===== src/rtl/vid_timing_gen.sv =====
module vid_timing_gen #(
  parameter int CW = 12
) (
  input  logic          clk,
  input  logic          rst_n,
  input  logic [31:0]   cfg_h,
  input  logic [31:0]   cfg_v,
  input  logic [7:0]    cfg_div,
  output logic          pix_en,
  output logic          hsync,
  output logic          vsync,
  output logic          de,
  output logic [CW-1:0] col,
  output logic [CW-1:0] line,
  output logic          frame_start
);

  logic [31:0]   sh_h, sh_v;
  logic [7:0]    sh_d, dcnt;
  logic [CW-1:0] hcnt, vcnt;
  logic          armed;

  wire [CW-1:0] h_act = CW'({sh_h[7:0], 3'b000});
  wire [CW-1:0] h_s0  = h_act + CW'(sh_h[30:24]);
  wire [CW-1:0] h_s1  = h_s0  + CW'(sh_h[23:16]);
  wire [CW-1:0] h_tot = h_s1  + CW'(sh_h[15:8]);

  wire [CW-1:0] v_act = CW'(sh_v[10:0]);
  wire [CW-1:0] v_s0  = v_act + CW'(sh_v[30:23]);
  wire [CW-1:0] v_s1  = v_s0  + CW'(sh_v[22:20]);
  wire [CW-1:0] v_tot = v_s1  + CW'(sh_v[19:11]);

  wire [7:0] dlim  = (sh_d > 8'd1) ? sh_d - 8'd1 : 8'd0;
  wire       h_end = hcnt == h_tot - CW'(1);
  wire       v_end = vcnt == v_tot - CW'(1);
  wire       f_end = pix_en && h_end && v_end;
  wire       hs_on = (hcnt >= h_s0) && (hcnt < h_s1);
  wire       vs_on = (vcnt >= v_s0) && (vcnt < v_s1);

  assign pix_en      = dcnt == dlim;
  assign hsync       = sh_h[31] ? hs_on : !hs_on;
  assign vsync       = sh_v[31] ? vs_on : !vs_on;
  assign de          = (hcnt < h_act) && (vcnt < v_act);
  assign col         = hcnt;
  assign line        = vcnt;
  assign frame_start = pix_en && hcnt == '0 && vcnt == '0;

  always_ff @(posedge clk) begin
    if (!rst_n) begin
      sh_h  <= cfg_h;
      sh_v  <= cfg_v;
      sh_d  <= cfg_div;
      dcnt  <= '0;
      hcnt  <= '0;
      vcnt  <= '0;
      armed <= 1'b0;
    end else begin
      armed <= 1'b1;
      dcnt  <= pix_en ? 8'd0 : dcnt + 8'd1;
      if (pix_en) begin
        if (h_end) begin
          hcnt <= '0;
          vcnt <= v_end ? '0 : vcnt + CW'(1);
        end else begin
          hcnt <= hcnt + CW'(1);
        end
      end
      if (f_end) begin
        sh_h <= cfg_h;
        sh_v <= cfg_v;
        sh_d <= cfg_div;
      end
    end
  end

  p_col_bound_r2: assert property (@(posedge clk) disable iff (!rst_n)
    armed |-> hcnt < h_tot);

  p_hold_between_strobes_r1: assert property (@(posedge clk) disable iff (!rst_n)
    armed && !pix_en |=> $stable(hcnt) && $stable(vcnt));

  p_line_step_r3: assert property (@(posedge clk) disable iff (!rst_n)
    armed && pix_en && h_end && !v_end |=> vcnt == CW'($past(vcnt) + CW'(1)));

  p_de_outside_sync_r7: assert property (@(posedge clk) disable iff (!rst_n)
    de |-> !hs_on && !vs_on);

  p_cfg_frozen_r9: assert property (@(posedge clk) disable iff (!rst_n)
    armed && !f_end |=> $stable(sh_h) && $stable(sh_v) && $stable(sh_d));

  p_fs_on_strobe_r8: assert property (@(posedge clk) disable iff (!rst_n)
    frame_start |-> pix_en && de == (h_act != '0 && v_act != '0));

endmodule


===== config.mk =====
export PLATFORM = sky130hd
export DESIGN_NAME = vid_timing_gen
export DESIGN_NICKNAME = d
export VERILOG_FILES = /design/src/rtl/vid_timing_gen.sv
export SDC_FILE = /design/constraint.sdc
export NUM_CORES = 1
export LEC_CHECK = 0
export ABC_AREA = 0
export BUFFER_PORTS_ARGS = -buffer_cell sky130_fd_sc_hd__buf_2
export CORE_ASPECT_RATIO = 0.75
export CORE_UTILIZATION = 46
export DETAILED_ROUTE_END_ITERATION = 10
export HOLD_SLACK_MARGIN = 0.12
export MAX_ROUTING_LAYER = met4
export PLACE_DENSITY_LB_ADDON = 0.3
export SYNTH_ARGS = -nofsm -noshare
export SYNTH_HDL_FRONTEND = slang
export SYNTH_SLANG_ARGS = --single-unit

===== constraint.sdc =====
create_clock -name clk -period 15.6 [get_ports clk]
set_input_delay 0.78 -clock clk [delete_from_list [all_inputs] [get_ports clk]]
set_output_delay 0.78 -clock clk [all_outputs]
set_load 0.05 [all_outputs]

==> results of run 1 <==
## power groups by stage
stage,sequential (mW),clock [mW],combinational (mW)
finish,0.314,0.264,0.393
global route,0.316,0.281,0.448
CTS,0.315,0.271,0.391
detailed placement,0.321,0,0.386
global placement,0.320,0,0.379
floorplan,0.318,0,0.316
## kinds of logic after synthesis
group | count (synthesis) | synth area share [%]
AO/OA/AOI/OAI | 170 | 13.77
buffers and inverters | 117 | 5.461
AND/OR/NAND/NOR | 224 | 14.34
flip-flops | 104 | 33.89
multiplexers | 5 | 0.6203
adder cells (fa/ha/maj) | 131 | 20.27
XOR/XNOR | 110 | 11.65
## how the worst min path moves through the flow
| stage | to | slack, ps | cells after the start |
|---|---|---|---|
| 2_1_floorplan | dcnt[0]$_SDFF_PP0_ | 460 | 1 |
| 3_3_place_gp | dcnt[0]$_SDFF_PP0_ | 490 | 1 |
| 3_5_place_dp | dcnt[0]$_SDFF_PP0_ | 500 | 1 |
| 4_1_cts | dcnt[0]$_SDFF_PP0_ | 520 | 1 |
| 5_1_grt | dcnt[0]$_SDFF_PP0_ | 540 | 1 |
| 6_report | dcnt[0]$_SDFF_PP0_ | 510 | 1 |
## layout by cell type, fill, tap and decap left out, types with 4 or more instances in the layout
cell type and n:
ha_1 122, inv_1 103, buf_2 102, edfxtp_1 72, xnor2_1 63, a21oi_1 54
nor2_1 53, xor2_1 47, nand2_1 46, dfxtp_1 32, o21ai_0 26, nand3_1 24
a21o_1 22, and3_1 16, nand4_1 15, o211ai_1 12, nand2b_1 12, nor3_1 11
nor2b_1 9, clkbuf_16 9, o21a_1 8, nor4_1 6, a31oi_1 6, or3_1 6
fa_1 6, a211oi_1 5, a21boi_0 5, nor2_2 5, mux2i_1 4, buf_4 4
## state kept, by name (all words and copies together), names as in the netlist
| signal | flops |
|---|---|
| dcnt | 8 |
| sh_v | 32 |
| col | 12 |
| sh_d | 8 |
| line | 12 |
| sh_h | 32 |
## area by class of cell
class | instances | area (um^2)
fill | 1577 | 8200
multi-input combinational | 640 | 5016
sequential | 104 | 2803
timing repair buffer | 106 | 540.5
inverter | 105 | 394.1
tap | 242 | 302.8
clock buffer | 11 | 242.7
clock inverter | 5 | 105.1
## metrics by stage
step | setup WS, ps | hold slack, ps
finish | 9015 | 513.2
global route | 8491 | 535.5
CTS | 9013 | 518.9
detailed placement | 9043 | 499.7
global placement | 9244 | 492.6
floorplan | 9707 | 458.7
## metal layers
metal	routed length, um	GRT usage, %	vias to the layer above
li1	-	-	3273
met1	9741	32.35	2909
met2	7211	29.39	145
met3	924	3.940	12
met4	175	4.473	0
met5	0	-	-
## worst max-delay path, cell delays in order (launching register included)
cell       delay (ps)
edfxtp_1          390
ha_1              230
inv_1              80
fa_1              430
inv_1              80
ha_1              270
a21oi_1           250
a2bb2oi_1         320
nor2b_1           200
xor2_1            220
ha_1              260
inv_1              60
ha_1              270
and3_1            200
a221oi_1          440
o21a_1            320
o211ai_1          120
a31oi_1           220
a21oi_1            70
xnor2_1           160
or3_1             450
or2_4             270
o41ai_4           220
buf_4             660
==> out/results.ini, run 1 <==
[sta]
rsz0062_at_grt = false
maxSlewHeadroom_pct = 28.99
finalCritPeriodShare_pct = 42.21
tightestPinTransition_ps = 1062
timing.fmax_ghz = 0.1519
hold_viol = 0
finClkSkew_ps = 10.42
final.setup.tns_ps = 0
period_minus_slack_ps = 6585
slew_violations = 0
setup_viol = 0

[power]
intPower_uw = 641.6
p_seq_share_pct = 32.4
p_leak_nw = 4.337
p_clk_share_pct = 27.2
p_comb_share_pct = 40.5
swShare_pct = 33.97
power_density_nw_per_um2 = 103.3
total_power_uw = 971.6
switching_power_uw = 330.1
ir_drop_mv = 0.05705

[critical_path]
reg2reg_slack_ps = 9020
crit_end = sh_v[13]$_DFFE_PP_
critPathCaptureType = flop
crit_required_ps = 15590
r2r_end = sh_v[13]$_DFFE_PP_
startpoint_type = flop
worstPathArrival_ps = 6580
r2r_start = sh_h[0]$_DFFE_PP_
reg2regPathDepth = 23
startpoint = sh_h[0]$_DFFE_PP_
crit_fanout = 58
path_class = flop to flop

[synth]
synth_edf_count = 72
synthCells = 861
yosysMostFrequentCell = ha_1
seq_area_frac_synth_pct = 33.89
synth_top_cell_area_share_pct = 26.14
synthTopCellsByArea = edfxtp_1, ha_1, dfxtp_1, xnor2_1, xor2_1
syn_nets = 1063
async_flop_share_pct = 0
synth_area_um2 = 8270
yosys.area.top_type = edfxtp_1
synthDistinctLibCells = 67
yosys_warnings = 0
synth.avg_cell_area_um2 = 9.606
synth_flop_cell = edfxtp_1
yosys-top-cells-count = ha_1, inv_1, edfxtp_1, xnor2_1, a21oi_1
ys_ff_latch = 104

[clocking]
cts_max_level = 3
clockRootBuffer = clkbuf_16
clkLatencyLatePin_ps = 360
clock_path_buffers = 2
cts_tree = yes
cts_sinks = 104
cts.repair.resized = 0
postCtsSetupBuffers = 0
cts_made_buffers = 9
cts.clk_slew.worst_paths_ps = 70
cts_hold_buf = 0

[global_routing]
grt_overflow_total = 0
grt_antenna_before_repair = 0
grt_pass1_wl_um = 30200
grt_pass1_vias = 5929
grt_max_degree = 59
grt_usage_pct = 21.43

[route]
via_per_inst = 5.226
dr.pass1.iters = 5
vias = 6339
routed_wl_um = 18050
drt-initial-drc-count = 484
ant_nets = 0
drcViolationCount = 0
wl_per_cell_um = 14.88

[layout]
final_core_util_pct = 53.42
drive_gt1_share_pct = 14.93
fin_area_um2 = 9404
fin_cells = 1213
area_delta_synth_final_pct = 13.71
nets = 1168
diodes = 0

[worst_hold_path]
hold_path_startpoint = dcnt[0]$_SDFF_PP0_
hold_path_class = flop to flop

[place]
place_inst = 1197
post_dp_cell_area_um2 = 9056
routabilityCongestion = 0.8400
dpl.hpwl_um = 14070
port-buffer-count = 102

[floorplanning]
rows = 42
coreArea_um2 = 17600
num_io_pins = 103
start_util_pct = 46.98
dieArea_um2 = 18520
die_w_um = 156.8
die_h_um = 118.1

[run_status]
outcome = finished clean

[flow_run]
cap_viol_max_count = 0

Power figures use the tool's default switching activity.
==> run 2, diff against run 1 <==
- ABC_AREA: 0 -> 1
- clock period: 15.6 -> 6.91 ns (I/O delays scaled with it)
==> run 2 against run 1 <==
Compared with the run above:
- flip-flop and latch count is the same
- design area increased by 5.6%
- synthesized cell count up 34%
- routed wire length is 15% higher
- hold slack got worse by 360 ps
- setup slack worse by 7800 ps
- final cell count is 25% higher
- global-route usage rose by 1.3 points
- critical path depth rose by 3
==> out/results.ini, run 2 <==
[critical_path]
crit_required_ps = 6910  ; -8680 ps
worstPathArrival_ps = 5740  ; -840 ps
critPathTopFamily = adder cells
critPathMaxStageDelay_ps = 520  ; -140 ps
crit_top_cell = inv_1
startpoint_type = flop
crit_fanout = 41  ; -29%
critPathCaptureType = flop
critPathBufInv = 6  ; +2
crit_slowest_cell = o311ai_0
path_class = flop to flop

[synth]
yosys.area.top_type = edfxtp_1
syn_nets = 1356  ; +28%
synthDistinctLibCells = 53  ; -21%
ys_ff_latch = 104  ; unchanged
synth.avg_cell_area_um2 = 7.651  ; -20%
yosys_warnings = 0  ; unchanged
synth_flop_cell = edfxtp_1
synth_area_um2 = 8830  ; +6.8%
synth_top_cell_area_share_pct = 24.49  ; -1.7 points
yosysMostFrequentCell = nand2_1
seq_area_frac_synth_pct = 31.74  ; -2.1 points
yosys-top-cells-count = nand2_1, inv_1, ha_1, nand3_1, nor2_1
async_flop_share_pct = 0  ; unchanged
synth_edf_count = 72  ; unchanged
synthTopCellsByArea = edfxtp_1, ha_1, nand2_1, inv_1, dfxtp_1
synthCells = 1154  ; +34%

[layout]
final-seq-area_um2 = 2803  ; unchanged
area_delta_synth_final_pct = 12.46
final.fill_count = 1791  ; +14%
diodes = 0  ; unchanged
nets = 1467  ; +26%
largestRegisters = sh_h (32), sh_v (32)
mostFrequentLayoutCell = nand2_1
final_core_util_pct = 53.34  ; -0.078 points
multiInputGateArea_um2 = 5150  ; +2.7%
fin_area_um2 = 9930  ; +5.6%
mostFrequentLayoutCells = nand2_1, inv_1, ha_1
drive_gt1_share_pct = 12.20  ; -2.7 points

[run_status]
outcome = finished clean

[global_routing]
grt_overflow_total = 0  ; unchanged
grt_antenna_before_repair = 0  ; unchanged
grt_pass1_wl_um = 34140  ; +13%
grt_usage_pct = 22.69  ; +1.3 points
grt_pass1_vias = 7065  ; +19%
grt_max_degree = 42  ; -29%

[clocking]
postCtsSetupBuffers = 0  ; unchanged
cts_sinks = 104  ; unchanged
cts.repair.resized = 0  ; unchanged
cts.clk_slew.worst_paths_ps = 80  ; about the same
cts_max_level = 3  ; unchanged
cts_made_buffers = 9  ; unchanged
cts_tree = yes
clockRootBuffer = clkbuf_16
clkLatencyLatePin_ps = 360  ; about the same
cts_hold_buf = 0  ; unchanged
clock_path_buffers = 2  ; unchanged

[place]
post_dp_cell_area_um2 = 9641  ; +6.5%
port-buffer-count = 102  ; unchanged
dpl.hpwl_um = 16600  ; +18%
routabilityCongestion = 0.9382  ; +12%

[route]
ant_nets = 0  ; unchanged
drt-initial-drc-count = 669  ; +38%
via_per_inst = 5.034  ; -3.7%
dr.pass1.iters = 7  ; +2
routed_wl_um = 20700  ; +15%
wl_met2_um = 8063  ; +12%
top_layer_used = met4
vias = 7637  ; +20%
wl_per_cell_um = 13.64  ; -8.3%
dr_wl_met3_um = 1283  ; +39%
m1WireLength_um = 11140  ; +14%
drcViolationCount = 0  ; unchanged

[sta]
final.setup.tns_ps = 0  ; unchanged
hold_viol = 0  ; unchanged
finalCritPeriodShare_pct = 83.04  ; +41 points
slew_violations = 0  ; unchanged
finClkSkew_ps = 5.993  ; -4.428 ps
tightestPinTransition_ps = 588.7  ; -473.6 ps
timing.fmax_ghz = 0.1743  ; +15%
period_minus_slack_ps = 5738  ; -846.7 ps
maxSlewHeadroom_pct = 60.75  ; +32 points
setup_viol = 0  ; unchanged
rsz0062_at_grt = false

[power]
ir_drop_mv = 0.1482  ; +160%
p_leak_nw = 5.206  ; +20%
power_density_nw_per_um2 = 213.5  ; +110%

[floorplanning]
num_io_pins = 103  ; unchanged
coreArea_um2 = 18620  ; +5.7%
die_w_um = 162.0  ; +3.3%
die_h_um = 122.0  ; +3.3%
start_util_pct = 47.43  ; +0.45 points
rows = 43  ; +2.4%
dieArea_um2 = 19760  ; +6.7%

[worst_hold_path]
hold_path_class = input port to flop

[flow_run]
cap_viol_max_count = 0  ; unchanged

run 2: cell count changes in the layout (fill, tap and decap cells not counted), sizes merged, moves of 10 or more:
cell / delta
nand3: +63
nand2: +243
o211ai: -10
a21o: -17
nor2: +25
xor2: -16
and3: -16
nand4: +13
xnor2: -47
nand2b: -11
inv: +125
run 2: routing by layer:
metal | track usage [%] | up-vias
met5 | - | -
met4 | 4.363 | 0
met3 | 4.086 | 19
met2 | 32.35 | 225
met1 | 33.31 | 3393
li1 | - | 4000
run 2: power breakdown:
group,internal (mW),switching (mW),total [mW]
Sequential,0.694,0.0145,0.708
Combinational,0.346,0.557,0.903
Clock,0.254,0.255,0.509
Total,1.29,0.826,2.12
run 2: cells by family (layout without fill, tap and decap cells):
| family | after synthesis | after routing | share of synthesized area [%] |
|---|---|---|---|
| simple gates | 534 | 534 | 27.19 |
| buf+inv | 231 | 347 | 9.933 |
| fa+ha+maj | 129 | 129 | 18.76 |
| compound gates | 107 | 107 | 7.199 |
| flops | 104 | 104 | 31.74 |
| xor+xnor | 49 | 49 | 5.172 |
run 2: worst paths after layout:
path | start | endpoint | slack [ps] | cells past startpoint
setup / recovery | sh_v[0]$_DFFE_PP_ | sh_h[27]$_DFFE_PP_ | 1170 | 26
hold / removal | cfg_h[8] | sh_h[8]$_DFFE_PP_ | 160 | 1
setup reg to reg | sh_v[0]$_DFFE_PP_ | sh_h[27]$_DFFE_PP_ | 1170 | 26
hold reg to reg | dcnt[0]$_SDFF_PP0_ | dcnt[0]$_SDFF_PP0_ | 480 | 1
run 2: stage by stage:
| stage | worst slack [ps] | total power [mW] | std cells | hold WS (ps) |
|---|---|---|---|---|
| after floorplan | 1012 | 1.424 | 1154 | 439.8 |
| after CTS | 1192 | 2.128 | 1517 | 144.8 |
| after global placement | 1467 | 1.586 | 1501 | 462.5 |
| after global routing | 767.0 | 2.290 | 1517 | 141.8 |
| final | 1172 | 2.120 | 1517 | 155.3 |
| after detailed placement | 1218 | 1.608 | 1501 | 470.8 |
run 2: area by class of cell:
type                            instances  share of cell area, %
Multi-Input combinational cell        819                  51.86
Timing Repair Buffer                  104                  5.292
Inverter                              227                  8.594
Clock inverter                          6                 0.6048
Tap cell                              247                  3.112
Sequential cell                       104                  28.23
Clock buffer                           10                  2.306
==> run 3, diff against run 2 <==
- clock period: 6.91 -> 5.23 ns (I/O delays scaled with it)
==> run 3 against run 2 <==
Compared with the run above:
- critical endpoint is now sh_h[22]$_DFFE_PP_
- non-clock buffer count is 90 higher
- sequential share of layout area is 3.1 points lower
- clock skew increased by 3.6 ps
- global-route usage rose by 0.62 points
- total power increased by 41%
- clock power is 36% higher
- critical path depth up 4
- utilization is 6.6 points higher
- register-to-register slack got worse by 990 ps
==> out/results.ini, run 3 (synthesis gave the netlist of run 2 again) <==
[critical_path]
crit_fanout = 5  ; -88%
crit_slowest_cell = fa_2
crit_top_cell = nand2_1
startpoint_type = flop
critPathMaxStageDelay_ps = 560  ; +40 ps
path_class = flop to flop
crit_required_ps = 5320  ; -1590 ps
worstPathArrival_ps = 5140  ; -600 ps
critPathCaptureType = flop

[power]
p_leak_nw = 5.668  ; +8.9%
ir_drop_mv = 0.1869  ; +26%
power_density_nw_per_um2 = 268.6  ; +26%
total_power_mw = 2.999  ; +41%

[clocking]
clock_path_buffers = 2  ; unchanged
cts_sinks = 104  ; unchanged
clockRootBuffer = clkbuf_16
cts_tree = yes
cts_max_level = 3  ; unchanged
cts.clk_slew.worst_paths_ps = 80  ; about the same
cts_made_buffers = 9  ; unchanged
clkLatencyLatePin_ps = 370  ; about the same

[global_routing]
grt_overflow_total = 0  ; unchanged
grt_max_degree = 42  ; unchanged
grt_antenna_before_repair = 0  ; unchanged
grt_usage_pct = 23.31  ; +0.62 points
grt_pass1_wl_um = 35050  ; +2.7%
grt_pass1_vias = 7330  ; +3.8%

[floorplanning]
num_io_pins = 103  ; unchanged
dieArea_um2 = 19760  ; unchanged
rows = 43  ; unchanged
coreArea_um2 = 18620  ; unchanged
die_h_um = 122.0  ; unchanged
die_w_um = 162.0  ; unchanged
start_util_pct = 47.43  ; unchanged

[layout]
mostFrequentLayoutCells = nand2_1, inv_1, ha_1
fin_area_um2 = 11170  ; +12%
nets = 1557  ; +6.1%
mostFrequentLayoutCell = nand2_1
final.fill_count = 1653  ; -7.7%
drive_gt1_share_pct = 15.74  ; +3.5 points
largestRegisters = sh_h (32), sh_v (32)
area_delta_synth_final_pct = 26.47
diodes = 0  ; unchanged
fin_cells = 1607  ; +5.9%

[sta]
finClkSkew_ps = 9.547  ; +3.554 ps
hold_viol = 0  ; unchanged
finalCritPeriodShare_pct = 96.57  ; +14 points
tightestPinTransition_ps = 555.9  ; -32.84 ps
slew_violations = 0  ; unchanged
setup_viol = 0  ; unchanged
period_minus_slack_ps = 5051  ; -687.6 ps
timing.fmax_ghz = 0.1980  ; +14%
maxSlewHeadroom_pct = 62.89  ; +2.1 points

[route]
m1WireLength_um = 11680  ; +4.8%
drt-initial-drc-count = 686  ; +2.5%
dr_wl_met3_um = 1554  ; +21%
top_layer_used = met4
wl_per_cell_um = 14.31  ; +4.9%
dr.pass1.iters = 5  ; -2
routed_wl_um = 22990  ; +11%
via_per_inst = 5.002  ; -0.64%
wl_met2_um = 9513  ; +18%
drcViolationCount = 0  ; unchanged
ant_nets = 0  ; unchanged
vias = 8038  ; +5.3%

[place]
dpl.hpwl_um = 16640  ; +0.26%
port-buffer-count = 102  ; unchanged
place_inst = 1502  ; +0.067%
post_dp_cell_area_um2 = 9797  ; +1.6%
routabilityCongestion = 0.8964  ; -4.5%

[run_status]
outcome = finished clean

[flow_run]
cap_viol_max_count = 0  ; unchanged

[worst_hold_path]
hold_path_class = input port to flop

## run 3: changes by cell type in the layout (fill, tap and decap cells not counted), sizes merged
cell	change
buf	+14
clkbuf	+3
clkinvlp	+1
dlygate4sd3	+72
## run 3: area by class of cell
| cell class | count | area, um^2 | share of cell area [%] |
|---|---|---|---|
| multi-input cells | 819 | 5403 | 48.38 |
| flip-flops and latches | 104 | 2803 | 25.10 |
| repair buffers | 194 | 1510 | 13.52 |
| inverters | 227 | 855.8 | 7.664 |
| well taps | 247 | 309.0 | 2.767 |
| clock buffers | 9 | 225.2 | 2.017 |
| clock inverters | 7 | 61.31 | 0.5490 |
## run 3: routing by layer
layer,track usage [%],vias up
li1,-,4176
met1,34.28,3621
met2,33.15,224
met3,3.541,17
met4,5.601,0
met5,-,-
## run 3: final timing paths
path | cells after the start | end | from | slack [ps]
max | 30 | sh_h[22]$_DFFE_PP_ | sh_v[0]$_DFFE_PP_ | 180
min | 3 | line[1]$_SDFFE_PN0P_ | rst_n | 310
max reg2reg | 30 | sh_h[22]$_DFFE_PP_ | sh_v[0]$_DFFE_PP_ | 180
min reg2reg | 1 | dcnt[0]$_SDFF_PP0_ | dcnt[0]$_SDFF_PP0_ | 490
## run 3: worst max-delay path: cells and delay by family (launching register included)
family	cells	cell delay [ps]
XOR/XNOR	2	310
AO/OA/AOI/OAI	4	680
flip-flops	1	410
adder cells (fa/ha/maj)	5	1450
AND/OR/NAND/NOR	13	1270
buffers and inverters	6	610
## run 3: per-stage QoR
stage / TNS, ps / worst slack (ps) / utilization (%) / hold slack [ps]
2_1_floorplan: -24790 / -329.5 / - / 360.4
3_3_place_gp: 0 / 322.3 / 52.63 / 437.7
3_5_place_dp: 0 / 155.4 / 52.63 / 439.6
4_1_cts: 0 / 128.7 / 58.04 / 297.0
5_1_grt: -2967 / -74.94 / 59.99 / 354.2
6_report: 0 / 179.4 / 59.99 / 311.3
## run 3: where the power goes
| part | leakage, nW | switching [mW] | total, mW | internal [mW] |
|---|---|---|---|---|
| clock | 0.140 | 0.356 | 0.690 | 0.334 |
| combinational | 4.56 | 0.805 | 1.37 | 0.567 |
| sequential | 0.963 | 0.0207 | 0.937 | 0.917 |
## run 3: repair_timing
item | in CTS | in global routing
setup endpoints to repair | 0 | 81
buffers inserted | 0 | 10
resized for setup | 0 | 31
endpoints found under the hold margin | 72 | 0
hold buffers | 72 | 0
